[src/rtl/sctl_pkg.sv]
package sctl_pkg;
    typedef enum logic [2:0] {
        ST_IDLE,
        ST_HDR,
        ST_DATA,
        ST_EXEC,
        ST_RSP
    } sctl_state_e;
endpackage

[src/rtl/sctl_sipo.sv]
module sctl_sipo #(
    parameter int W = 8
) (
    input  logic         clk,
    input  logic         rst_n,
    input  logic         en,
    input  logic         din,
    output logic [W-1:0] q
);
    logic [W-1:0] q_d, q_q;

    always_comb begin
        q_d = q_q;
        if (en) begin
            q_d = {q_q[W-2:0], din};
        end
    end

    always_ff @(posedge clk or negedge rst_n) begin
        if (!rst_n) q_q <= '0;
        else        q_q <= q_d;
    end

    assign q = q_q;
endmodule

[src/rtl/sctl_piso.sv]
module sctl_piso #(
    parameter int W = 16
) (
    input  logic         clk,
    input  logic         rst_n,
    input  logic         load,
    input  logic         shift,
    input  logic [W-1:0] pdin,
    output logic         sout
);
    logic [W-1:0] sr_d, sr_q;

    always_comb begin
        sr_d = sr_q;
        if (load) begin
            sr_d = pdin;
        end else if (shift) begin
            sr_d = {sr_q[W-2:0], 1'b0};
        end
    end

    always_ff @(posedge clk or negedge rst_n) begin
        if (!rst_n) sr_q <= '0;
        else        sr_q <= sr_d;
    end

    assign sout = sr_q[W-1];


    load_shift_chk: assert property (@(posedge clk) disable iff (!rst_n)
        !(load && shift));
endmodule

[src/rtl/sctl_slave.sv]
module sctl_slave
    import sctl_pkg::*;
#(
    parameter int CMD_W  = 7,
    parameter int ADDR_W = 12,
    parameter int DATA_W = 32
) (
    input  logic              clk,
    input  logic              rst_n,
    input  logic              sel_n,
    input  logic              cmd_in,
    output logic              rsp_out,
    output logic              rsp_oe,
    output logic              bus_exec,
    output logic              bus_rw,
    output logic [CMD_W-1:0]  bus_cmd,
    output logic [ADDR_W-1:0] bus_addr,
    output logic [DATA_W-1:0] bus_wdata,
    input  logic              bus_ack,
    input  logic [DATA_W-1:0] bus_rdata
);
    localparam int HDR_W = 1 + CMD_W + ADDR_W;
    localparam int RSP_W = 1 + HDR_W + DATA_W;
    localparam int CNT_W = $clog2(RSP_W + 1);
    localparam logic [CNT_W-1:0] HDR_LAST  = CNT_W'(HDR_W - 1);
    localparam logic [CNT_W-1:0] DATA_LAST = CNT_W'(DATA_W - 1);
    localparam logic [CNT_W-1:0] WR_LAST   = CNT_W'(HDR_W);
    localparam logic [CNT_W-1:0] RD_LAST   = CNT_W'(HDR_W + DATA_W);

    typedef struct packed {
        sctl_state_e      state;
        logic [CNT_W-1:0] cnt;
    } ctrl_t;

    ctrl_t ctl_d, ctl_q;
    logic hdr_en, dat_en, rsp_ld, rsp_sh;
    logic [HDR_W-1:0]  hdr_q;
    logic [DATA_W-1:0] dat_q;
    logic [RSP_W-1:0]  rsp_word;
    logic              ser_bit;

    sctl_sipo #(.W(HDR_W)) hdr_sr_i (
        .clk(clk), .rst_n(rst_n), .en(hdr_en), .din(cmd_in), .q(hdr_q)
    );

    sctl_sipo #(.W(DATA_W)) dat_sr_i (
        .clk(clk), .rst_n(rst_n), .en(dat_en), .din(cmd_in), .q(dat_q)
    );

    assign rsp_word = {1'b1, hdr_q, (hdr_q[HDR_W-1] ? {DATA_W{1'b0}} : bus_rdata)};

    sctl_piso #(.W(RSP_W)) rsp_sr_i (
        .clk(clk), .rst_n(rst_n), .load(rsp_ld), .shift(rsp_sh),
        .pdin(rsp_word), .sout(ser_bit)
    );

    always_comb begin
        ctl_d  = ctl_q;
        hdr_en = 1'b0;
        dat_en = 1'b0;
        rsp_ld = 1'b0;
        rsp_sh = 1'b0;
        if (sel_n) begin
            ctl_d.state = ST_IDLE;
            ctl_d.cnt   = '0;
        end else begin
            unique case (ctl_q.state)
                ST_IDLE: begin
                    if (cmd_in) begin
                        ctl_d.state = ST_HDR;
                        ctl_d.cnt   = '0;
                    end
                end
                ST_HDR: begin
                    hdr_en    = 1'b1;
                    ctl_d.cnt = ctl_q.cnt + 1'b1;
                    if (ctl_q.cnt == HDR_LAST) begin
                        ctl_d.cnt   = '0;
                        // rw bit has already moved one place below the top
                        ctl_d.state = hdr_q[HDR_W-2] ? ST_DATA : ST_EXEC;
                    end
                end
                ST_DATA: begin
                    dat_en    = 1'b1;
                    ctl_d.cnt = ctl_q.cnt + 1'b1;
                    if (ctl_q.cnt == DATA_LAST) begin
                        ctl_d.cnt   = '0;
                        ctl_d.state = ST_EXEC;
                    end
                end
                ST_EXEC: begin
                    if (bus_ack) begin
                        rsp_ld      = 1'b1;
                        ctl_d.cnt   = '0;
                        ctl_d.state = ST_RSP;
                    end
                end
                ST_RSP: begin
                    rsp_sh    = 1'b1;
                    ctl_d.cnt = ctl_q.cnt + 1'b1;
                    if (ctl_q.cnt == (hdr_q[HDR_W-1] ? WR_LAST : RD_LAST)) begin
                        ctl_d.cnt   = '0;
                        ctl_d.state = ST_IDLE;
                    end
                end
                default: begin
                    ctl_d.state = ST_IDLE;
                    ctl_d.cnt   = '0;
                end
            endcase
        end
    end

    always_ff @(posedge clk or negedge rst_n) begin
        if (!rst_n) begin
            ctl_q.state <= ST_IDLE;
            ctl_q.cnt   <= '0;
        end else begin
            ctl_q <= ctl_d;
        end
    end

    assign bus_exec  = (ctl_q.state == ST_EXEC);
    assign bus_rw    = hdr_q[HDR_W-1];
    assign bus_cmd   = hdr_q[HDR_W-2 -: CMD_W];
    assign bus_addr  = hdr_q[ADDR_W-1:0];
    assign bus_wdata = dat_q;
    assign rsp_oe    = (ctl_q.state == ST_RSP) && !sel_n;
    assign rsp_out   = rsp_oe & ser_bit;


    exec_hold_chk: assert property (@(posedge clk) disable iff (!rst_n)
        (bus_exec && !bus_ack && !sel_n) |=> bus_exec);


    exec_fields_chk: assert property (@(posedge clk) disable iff (!rst_n)
        (bus_exec && $past(bus_exec)) |-> ($stable(bus_addr) && $stable(bus_cmd)
                                           && $stable(bus_rw) && $stable(bus_wdata)));


    desel_abort_chk: assert property (@(posedge clk) disable iff (!rst_n)
        sel_n |=> (!bus_exec && !rsp_oe));


    rsp_excl_chk: assert property (@(posedge clk) disable iff (!rst_n)
        rsp_oe |-> !bus_exec);
endmodule

[config.mk]
export PLATFORM = sky130hd
export DESIGN_NAME = sctl_slave
export DESIGN_NICKNAME = d
export VERILOG_FILES = /design/src/rtl/sctl_pkg.sv /design/src/rtl/sctl_sipo.sv /design/src/rtl/sctl_piso.sv /design/src/rtl/sctl_slave.sv
export SDC_FILE = /design/constraint.sdc
export NUM_CORES = 1
export LEC_CHECK = 0
export BUFFER_PORTS_ARGS = -buffer_cell sky130_fd_sc_hd__buf_4
export CORE_MARGIN = 2
export CORE_UTILIZATION = 49
export CTS_BUF_LIST = sky130_fd_sc_hd__clkbuf_4 sky130_fd_sc_hd__clkbuf_8
export DETAILED_ROUTE_END_ITERATION = 7
export GPL_TIMING_DRIVEN = 0
export PLACE_DENSITY = 0.72
export SLEW_MARGIN = 10
export SYNTH_ARGS = -nofsm -noshare
export SYNTH_HDL_FRONTEND = slang
export SYNTH_SLANG_ARGS = --single-unit
[constraint.sdc]
create_clock -name clk -period 2.7 [get_ports clk]
set_input_delay 0.27 -clock clk [delete_from_list [all_inputs] [get_ports clk]]
set_output_delay 0.27 -clock clk [all_outputs]
set_load 0.1 [all_outputs]
Word level (Yosys, flattened, before mapping)
Cells that the tools add are included.
- reductions and logical operators: 6
- bitwise logic cells: 1
- eq/ne operators: 12
- add/sub/neg operators: 1
- muxes and demuxes: 21
- operator list (kind ; count):
    53-bit 2-to-1 mux ; 2
    9-bit 2-to-1 mux ; 6
    9-bit one-hot mux with 5 select lines ; 1
    32-bit 2-to-1 mux ; 1
    6-bit by 5-bit == test with 1-bit output (second input constant) ; 2
    3-bit != test (second input constant) ; 4
    1-bit 2-to-1 mux ; 10
    6-bit by 1-bit adder with 6-bit output (second input constant) ; 1
    3-bit by 2-bit == test with 1-bit output (second input constant) ; 2
    6-bit == test ; 1
    6-bit 2-to-1 mux ; 1
    5-bit AND reduction ; 1
    3-bit by 1-bit == test with 1-bit output (second input constant) ; 1
    3-bit == test (second input constant) ; 1
    3-bit zero test ; 1
    3-bit by 2-bit != test with 1-bit output (second input constant) ; 1
    2-bit AND reduction ; 1
    2-bit nonzero test ; 1
    1-bit bitwise AND ; 1
    1-bit logical AND ; 1
    1-bit zero test ; 1
- register bits after elaboration: 114
- output and inout bits: 55

Depth between registers and ports, before layout
Gate-level depths: netlist of the first run.
- depth in word-level cells: 5
- mapped depth: 8
- mapped depth without buffers: 7

Hierarchy
A second synthesis of the first run with hierarchy kept.
- cell total of the unflattened synthesis: 459
- area total of the unflattened synthesis: 5591.6 µm²
- modules (own cells, without submodules) (module ; instances ; seq. area each (µm²) ; cells each ; area each (µm²)):
    sctl_piso ; 1 ; 1326.3 ; 229 ; 2494.9
    sctl_sipo (dat_sr_i) ; 1 ; 800.8 ; 68 ; 1345.0
    sctl_slave ; 1 ; 225.2 ; 120 ; 928.4
    sctl_sipo (hdr_sr_i) ; 1 ; 500.5 ; 42 ; 823.3

Worst setup path after synthesis of the first run
OpenSTA, ideal clock, no wires.
- kind: reg2out
- from: register ctl_q[6] (netlist name)
- to: output rsp_out
- slack: 0.020 ns
- buffers on the path: 3
- data required time: 2.430 ns
- stages on the path, launching flop included: 6
- arrival: 2.410 ns
- path through: dfrtp_1 -> buf_2 -> nor4b_2 -> buf_4 -> buf_2 -> and2_1
- word-level cells in the longest chain between the ends: 3
- ends and longest elaborated chain (element ; RTL line ; text):
    start: declaration ; sctl_slave.sv:35 ; ctrl_t ctl_d, ctl_q;
    start signal: assignment ; sctl_slave.sv:119 ; ctl_q <= ctl_d;
    3-bit == test ; sctl_slave.sv:128 ; assign rsp_oe = (ctl_q.state == ST_RSP) && !sel_n;
    1-bit logical AND ; sctl_slave.sv:128 ;
    net rsp_oe ; sctl_slave.sv:13 ; output logic rsp_oe,
    1-bit bitwise AND ; sctl_slave.sv:129 ; assign rsp_out = rsp_oe & ser_bit;
    end: declaration ; sctl_slave.sv:12 ; output logic rsp_out,
The timed path passes the listed nets, and every way through them passes these cells.

Worst setup path in the final report of the first run
- from: register ctl_q[6] (netlist name)
- to: output rsp_out
- word-level cells in the longest chain between the ends: 3
- ends and longest elaborated chain (element ; RTL line):
    3-bit == test ; sctl_slave.sv:128
    1-bit logical AND ; sctl_slave.sv:128
    1-bit bitwise AND ; sctl_slave.sv:129
Every way passes these cells.

==> impl_metrics.py, run 1 <==
metrics = {
    "sta": {
        "hold_slack_ns": -0.02307,
        "setup_slack_ns": 0.2030,
        "setup_viol": 0,
        "finalCritPeriodShare": 0.9248,
        "worst_slew_pin_slew_ns": 1.013,
        "skew_ns": 0.007989,
        "min_period_ns": 2.497,
        "finalSetupTns_ns": 0,
        "hold_violations": 5,
        "fmax_ghz": 0.4005,
        "rsz0062_at_grt": "false",
        "slew_headroom": 0.3250,
        "drv_slew": 0,
    },
    "routing": {
        "wl_met3_um": 427,
        "m1WireLength_um": 4805,
        "drc": 0,
        "vias": 3580,
        "ant_nets": 0,
        "route.met2.wl_um": 5013,
        "first_iter_violations": 167,
        "drt_pass1_iterations": 5,
        "top_layer": "met4",
        "wl_um": 10390,
        "wire_per_inst_um": 15.39,
        "routed_via_density": 5.304,
    },
    "global_routing": {
        "grt_max_degree": 115,
        "grt_pass1_vias": 3535,
        "grt_pass1_wl_um": 17490,
        "grt_overflow": 0,
        "gr-usage-all-layers": 0.2029,
        "antenna_found_initial": 0,
    },
    "finish": {
        "area_delta_synth_final_pct": 26.28,
        "diodes": 0,
        "fin_util": 0.6398,
        "multiInputGateArea_um2": 1948,
        "ff_latch_area_um2": 2853,
        "nFillCells": 786,
        "drive_gt1_frac": 0.3579,
        "final_nets": 570,
    },
    "cts": {
        "clkSlewWorstSetupHoldPaths_ns": 0.07,
        "clk_path_buf_depth": 2,
        "cts.hold.buffers_added": 0,
        "worst_skew_pair.late_latency_ns": 0.42,
        "clkSinkCount": 114,
        "cts-root-buf": "clkbuf_8",
        "htreeDepth": 4,
        "cts_tree": "done",
        "cts_buffers": 17,
    },
    "floorplan": {
        "die-area_um2": 10930,
        "rows": 36,
        "start_util": 0.5067,
        "ios": 92,
        "core-area_um2": 9774,
        "dieHeight_um": 104.5,
        "die_w_um": 104.5,
    },
    "logic_synthesis": {
        "yosys.cell_count.top_type": "dfrtp_1",
        "syn-cell-area_um2": 4952,
        "yosys_warnings": 0,
        "async_flop_share": 1.000,
        "synth_largest_area_cell": "dfrtp_1",
        "synth_fp_nets": 458,
        "synthTopCellsByCount": "dfrtp_1 (114), nand2_1 (54), mux2_2 (51)",
        "ys_seq_area_frac": 0.5760,
        "synthTopCellsByArea": "dfrtp_1 (58%), mux2_2 (12%), mux2i_1 (6.7%), nand2_1 (4.1%), nand3_1 (3.4%)",
        "yosysTopAreaCellShare": 0.5760,
        "synth_edf_count": 0,
        "syn_avg_cell_area_um2": 11.82,
        "yosysUniqueCellTypes": 40,
        "syn_inst": 419,
        "synthFlopType": "dfrtp_1",
        "ys_ff_latch": 114,
    },
    "worst_setup_path": {
        "crit_chain": "buf_2 -> nor4b_2 -> buf_4 -> buf_2 -> and2_1 -> buf_6",
        "cp_num_buf_inv": 4,
        "cp-start-kind": "register",
        "crit_top_cell": "buf_2",
        "critPathSlowestCell": "dfrtp_1",
        "worstPathArrival_ns": 2.23,
        "end_kind": "output port",
        "crit_family": "buffers and inverters",
        "worst_ep_required_time_ns": 2.43,
        "path_max_fanout": 10,
        "max_stage_delay_ns": 0.42,
        "critPathKind": "register to output port",
    },
    "placed_design": {
        "place_congestion": 0.8252,
        "port_buffers": 91,
        "dp_slack_ns": 0.4699,
        "hpwlAfterDp_um": 7140,
    },
    "min_path": {
        "worstHoldPathType": "primary input to async pin",
    },
    "power": {
        "ir_drop_uv": 1256,
        "powerDensity_nw_per_um2": 761.4,
        "p_leak_uw": 0.003054,
    },
    "run_status": {
        "violations": "negative hold slack",
        "outcome": "complete, but fails checks",
    },
    "flow_run": {
        "cap_violations": 0,
    },
}
-- final timing paths --
| path | endpoint | from | cells past startpoint | slack, ns |
|---|---|---|---|---|
| hold / removal | ctl_q[0] | rst_n | 1 | -0.02 |
| setup / recovery | rsp_out | ctl_q[6] | 6 | 0.20 |
| max in group asynchronous | dat_sr_i.q[22] | rst_n | 1 | 2.04 |
| setup reg to reg | rsp_sr_i.sr_q[2] | ctl_q[8] | 6 | 0.56 |
| hold reg to reg | rsp_sr_i.sr_q[46] | rsp_sr_i.sr_q[46] | 2 | 0.48 |
| min in group clk | rsp_sr_i.sr_q[11] | bus_rdata[11] | 3 | 0.08 |
-- power by group --
part,total (uW),internal [uW],switching [uW]
sequential,1930,1810,118
clock,1700,1030,678
combinational,1130,259,870
total,4760,3100,1670
-- cell type report --
cell class	instances	area share
Buffer	29	0.02241
Clock buffer	22	0.04842
Clock inverter	8	0.02021
Inverter	3	0.001801
Multi-Input combinational cell	273	0.3115
Sequential cell	114	0.4562
Tap cell	133	0.02661
Timing Repair Buffer	93	0.1128
-- worst register-to-register path: cells and delay by family, from the launching register on --
kind | cells | cell delay (ns)
buffers and inverters | 3 | 0.84
AO/OA/AOI/OAI | 1 | 0.17
AND/OR/NAND/NOR | 2 | 0.62
flip-flops | 1 | 0.36
-- logic make-up after synthesis --
logic type      Yosys count  synth area share
compound gates           73           0.09525
xor+xnor                  1          0.001769
buf+inv                  32           0.03057
flops                   114            0.5760
simple gates            113            0.1086
fa+ha+maj                 2          0.005052
mux                      84            0.1827
-- cells in the final DEF (no fill, tap or decap), types with 3 or more instances in the layout --
cell        Yosys  routed
nand3_1        34      34
clkinvlp_4      0       3
clkbuf_1       10      10
buf_4           3      94
mux2i_1        33      33
a22oi_1        20      20
nand2_1        54      54
mux2_2         51      51
buf_2          13      13
nor2_1          7       7
inv_1           3       3
a21o_1          3       3
a22o_1          3       3
dfrtp_1       114     114
o21ai_0        31      31
bufinv_16       0       3
o21ai_1         5       5
clkbuf_8        0      22
nor3_1          3       3
-- layer usage --
layer | up-vias | GRT usage
li1 | 1730 | -
met1 | 1763 | 0.2720
met2 | 76 | 0.3175
met3 | 11 | 0.05178
met4 | 0 | 0.08108
met5 | - | 0
-- stage by stage --
stage	hold WS, ns	total power [uW]	std cells	area (um2)
5_1_grt	0.06392	4940	675	6254
3_3_place_gp	0.4590	3077	643	5802
2_1_floorplan	-0.02559	2785	419	4952
6_report	-0.02307	4762	675	6254
4_1_cts	0.02418	4806	673	6238
3_5_place_dp	0.4629	3091	643	5806
-- flip-flops by register name, summed over array words and instances (netlist names) --
| name | count |
|---|---|
| dat_sr_i.q | 32 |
| hdr_sr_i.q | 20 |
| ctl_q | 9 |
| rsp_sr_i.sr_q | 53 |
-- what timing repair did --
item | in CTS | in global routing
buffers inserted | 0 | 2
setup endpoints to repair | 1 | 1
cloned | 0 | 0
pin swaps | 0 | 0
gates resized for setup | 1 | 0
Note: power is estimated with default switching activity, not from simulation.
==> run 2, diff against run 1 <==
Settings changed: PLACE_DENSITY 0.72 to 0.71, SYNTH_HIERARCHICAL set to 1.
==> impl_metrics.py, run 2 <==
metrics = {
    "sta": {
        "drv_slew": 0,
        "finalSetupTns_ns": 0,
        "fmax_ghz": 0.4429,
        "finalCritPeriodShare": 0.8362,
        "hold_violations": 4,
        "setup_viol": 0,
        "slew_headroom": 0.3171,
        "worst_slew_pin_slew_ns": 1.024,
        "rsz0062_at_grt": "false",
        "min_period_ns": 2.258,
        "skew_ns": 0.008093,
        "hold_slack_ns": -0.02186,
    },
    "placed_design": {
        "place_congestion": 0.8095,
        "port_buffers": 91,
        "hpwlAfterDp_um": 7305,
    },
    "routing": {
        "ant_nets": 0,
        "first_iter_violations": 209,
        "drt_pass1_iterations": 4,
        "drc": 0,
        "vias": 3700,
        "wire_per_inst_um": 14.91,
        "routed_via_density": 5.103,
        "wl_um": 10810,
    },
    "worst_setup_path": {
        "path_max_fanout": 10,
        "crit_top_cell": "buf_4",
        "end_kind": "output port",
        "critPathSlowestCell": "or3b_1",
        "worst_ep_required_time_ns": 2.43,
        "worstPathArrival_ns": 1.99,
        "max_stage_delay_ns": 0.43,
        "cp-start-kind": "register",
        "critPathKind": "register to output port",
        "crit_chain": "buf_4 -> or3b_1 -> nor2_4 -> and2_1 -> buf_4",
    },
    "global_routing": {
        "gr-usage-all-layers": 0.1883,
        "grt_overflow": 0,
        "grt_pass1_wl_um": 18830,
        "antenna_found_initial": 0,
        "grt_pass1_vias": 3783,
        "grt_max_degree": 115,
    },
    "logic_synthesis": {
        "yosys_warnings": 6,
        "synth_fp_nets": 498,
        "syn_inst": 459,
        "synthTopCellsByArea": "dfrtp_1 (51%), mux2_4 (13%), mux2i_1 (9.3%), o21ai_1 (4.7%), nand2_1 (4.4%)",
        "synth_xor_xnor_area_share": 0.004699,
        "yosysUniqueCellTypes": 43,
        "syn_avg_cell_area_um2": 12.18,
        "synth_compound_area_frac": 0.07899,
        "synth_largest_area_cell": "dfrtp_1",
        "ys_seq_area_frac": 0.5102,
        "synthFlopType": "dfrtp_1",
        "muxShareOfSynthArea": 0.2314,
        "syn-cell-area_um2": 5592,
        "yosysTopAreaCellShare": 0.5102,
        "async_flop_share": 1.000,
        "post_synth_fa_ha_maj_area_fraction": 0.004475,
        "synth_edf_count": 0,
        "synthTopCellsByCount": "dfrtp_1 (114), nand2_1 (65), mux2i_1 (52), o21ai_1 (52), mux2_4 (50)",
        "yosys.cell_count.top_type": "dfrtp_1",
        "synth_top_family_by_area": "multiplexers",
        "synth_simple_gate_area_frac": 0.1103,
        "ys_ff_latch": 114,
    },
    "finish": {
        "largest_register": "rsp_sr_i/sr_q",
        "final_nets": 608,
        "diodes": 0,
        "drive_gt1_frac": 0.3574,
        "area_delta_synth_final_pct": 21.62,
        "final_cell_mix": "dfrtp_1 (114), buf_4 (92), nand2_1 (65)",
        "largest_register_ffs": 53,
        "layout_commonest_cell": "dfrtp_1",
        "fin_util": 0.6033,
    },
    "flow_run": {
        "cap_violations": 0,
    },
    "cts": {
        "cts_buffers": 17,
        "postCtsSetupBuffers": 0,
        "clkSlewWorstSetupHoldPaths_ns": 0.07,
        "cts_tree": "done",
        "postCtsResizedCells": 0,
        "cts.hold.buffers_added": 0,
        "worst_skew_pair.late_latency_ns": 0.42,
        "htreeDepth": 4,
        "clk_path_buf_depth": 2,
        "cts-root-buf": "clkbuf_8",
        "clkSinkCount": 114,
    },
    "floorplan": {
        "ios": 92,
        "die_w_um": 110.8,
        "start_util": 0.4961,
        "die-area_um2": 12280,
        "rows": 39,
        "dieHeight_um": 110.8,
        "core-area_um2": 11270,
    },
    "run_status": {
        "violations": "negative hold slack",
        "outcome": "complete, but fails checks",
    },
    "power": {
        "powerDensity_nw_per_um2": 660.1,
        "p_leak_uw": 0.003161,
        "ir_drop_uv": 689.1,
    },
    "min_path": {
        "worstHoldPathType": "primary input to async pin",
    },
}
-- run 2: changes by cell type in the layout (fill, tap and decap cells not counted), sizes merged, moves of 4 or more --
cell,delta
buf,+4
mux2i,+19
nand3,-32
nor2b,+31
a22oi,-20
clkbuf,-5
o21ai,+22
clkinv,+5
nand2,+11
-- run 2: layout make-up --
class | count | area, um2
plain buffers | 31 | 309.0
clock buffers | 21 | 270.3
clock inverters | 11 | 65.06
fillers | 949 | 4472
inverters | 6 | 22.52
multi-input cells | 308 | 2415
flip-flops and latches | 114 | 2853
well taps | 143 | 178.9
repair buffers | 91 | 686.9
-- run 2: path summary, 6_finish.rpt --
| kind | startpoint | end | slack [ns] | depth (start not counted) |
|---|---|---|---|---|
| max | ctl_q[8] | rsp_out | 0.44 | 5 |
| min | rst_n | hdr_sr_i/q[14] | -0.02 | 1 |
| max reg2reg | ctl_q[8] | rsp_sr_i/sr_q[29] | 0.54 | 8 |
| min reg2reg | dat_sr_i/q[31] | dat_sr_i/q[31] | 0.52 | 1 |
| max in group asynchronous | rst_n | rsp_sr_i/sr_q[29] | 2.01 | 1 |
| min in group clk | sel_n | ctl_q[7] | 0.08 | 2 |
-- run 2: cells by family after synthesis --
family                   count (synthesis)
buffers and inverters                   37
adder cells (fa/ha/maj)                  2
other                                    1
AND/OR/NAND/NOR                        126
multiplexers                           104
XOR/XNOR                                 3
flip-flops                             114
AO/OA/AOI/OAI                           72
-- run 2: worst max-delay path, delay by kind of cell, from the launching register on --
family	cells	cell delay [ns]
buf+inv	2	0.46
simple gates	3	0.78
flops	1	0.32
-- run 2: power breakdown --
| group | leakage [uW] | total [uW] | internal, uW | switching, uW |
|---|---|---|---|---|
| clock network | 0.000171 | 1350 | 674 | 672 |
| logic | 0.00142 | 1210 | 333 | 875 |
| registers | 0.00157 | 1930 | 1810 | 124 |
| total | 0.00316 | 4490 | 2820 | 1670 |
-- run 2: through the flow --
| stage | hold WS [ns] | instance area (um2) | power [uW] | worst slack (ns) | std cells |
|---|---|---|---|---|---|
| after global placement | 0.4941 | 6461 | 3163 | 0.5914 | 693 |
| after global routing | 0.06531 | 6800 | 4678 | 0.3123 | 725 |
| after floorplan | -0.02559 | 5599 | 2867 | 0.1810 | 459 |
| after CTS | 0.02814 | 6800 | 4542 | 0.4018 | 725 |
| after detailed placement | 0.4826 | 6465 | 3179 | 0.5420 | 693 |
| final | -0.02186 | 6800 | 4489 | 0.4421 | 725 |
-- run 2: routing by layer --
| layer | global-route usage | part of all wire | wire, um | vias to the layer above |
|---|---|---|---|---|
| li1 | - | - | - | 1791 |
| met1 | 0.2610 | 0.46 | 5017 | 1835 |
| met2 | 0.2924 | 0.49 | 5317 | 66 |
| met3 | 0.04975 | 0.035 | 378 | 8 |
| met4 | 0.05833 | 0.0092 | 99 | 0 |
| met5 | 0 | 0 | 0 | - |
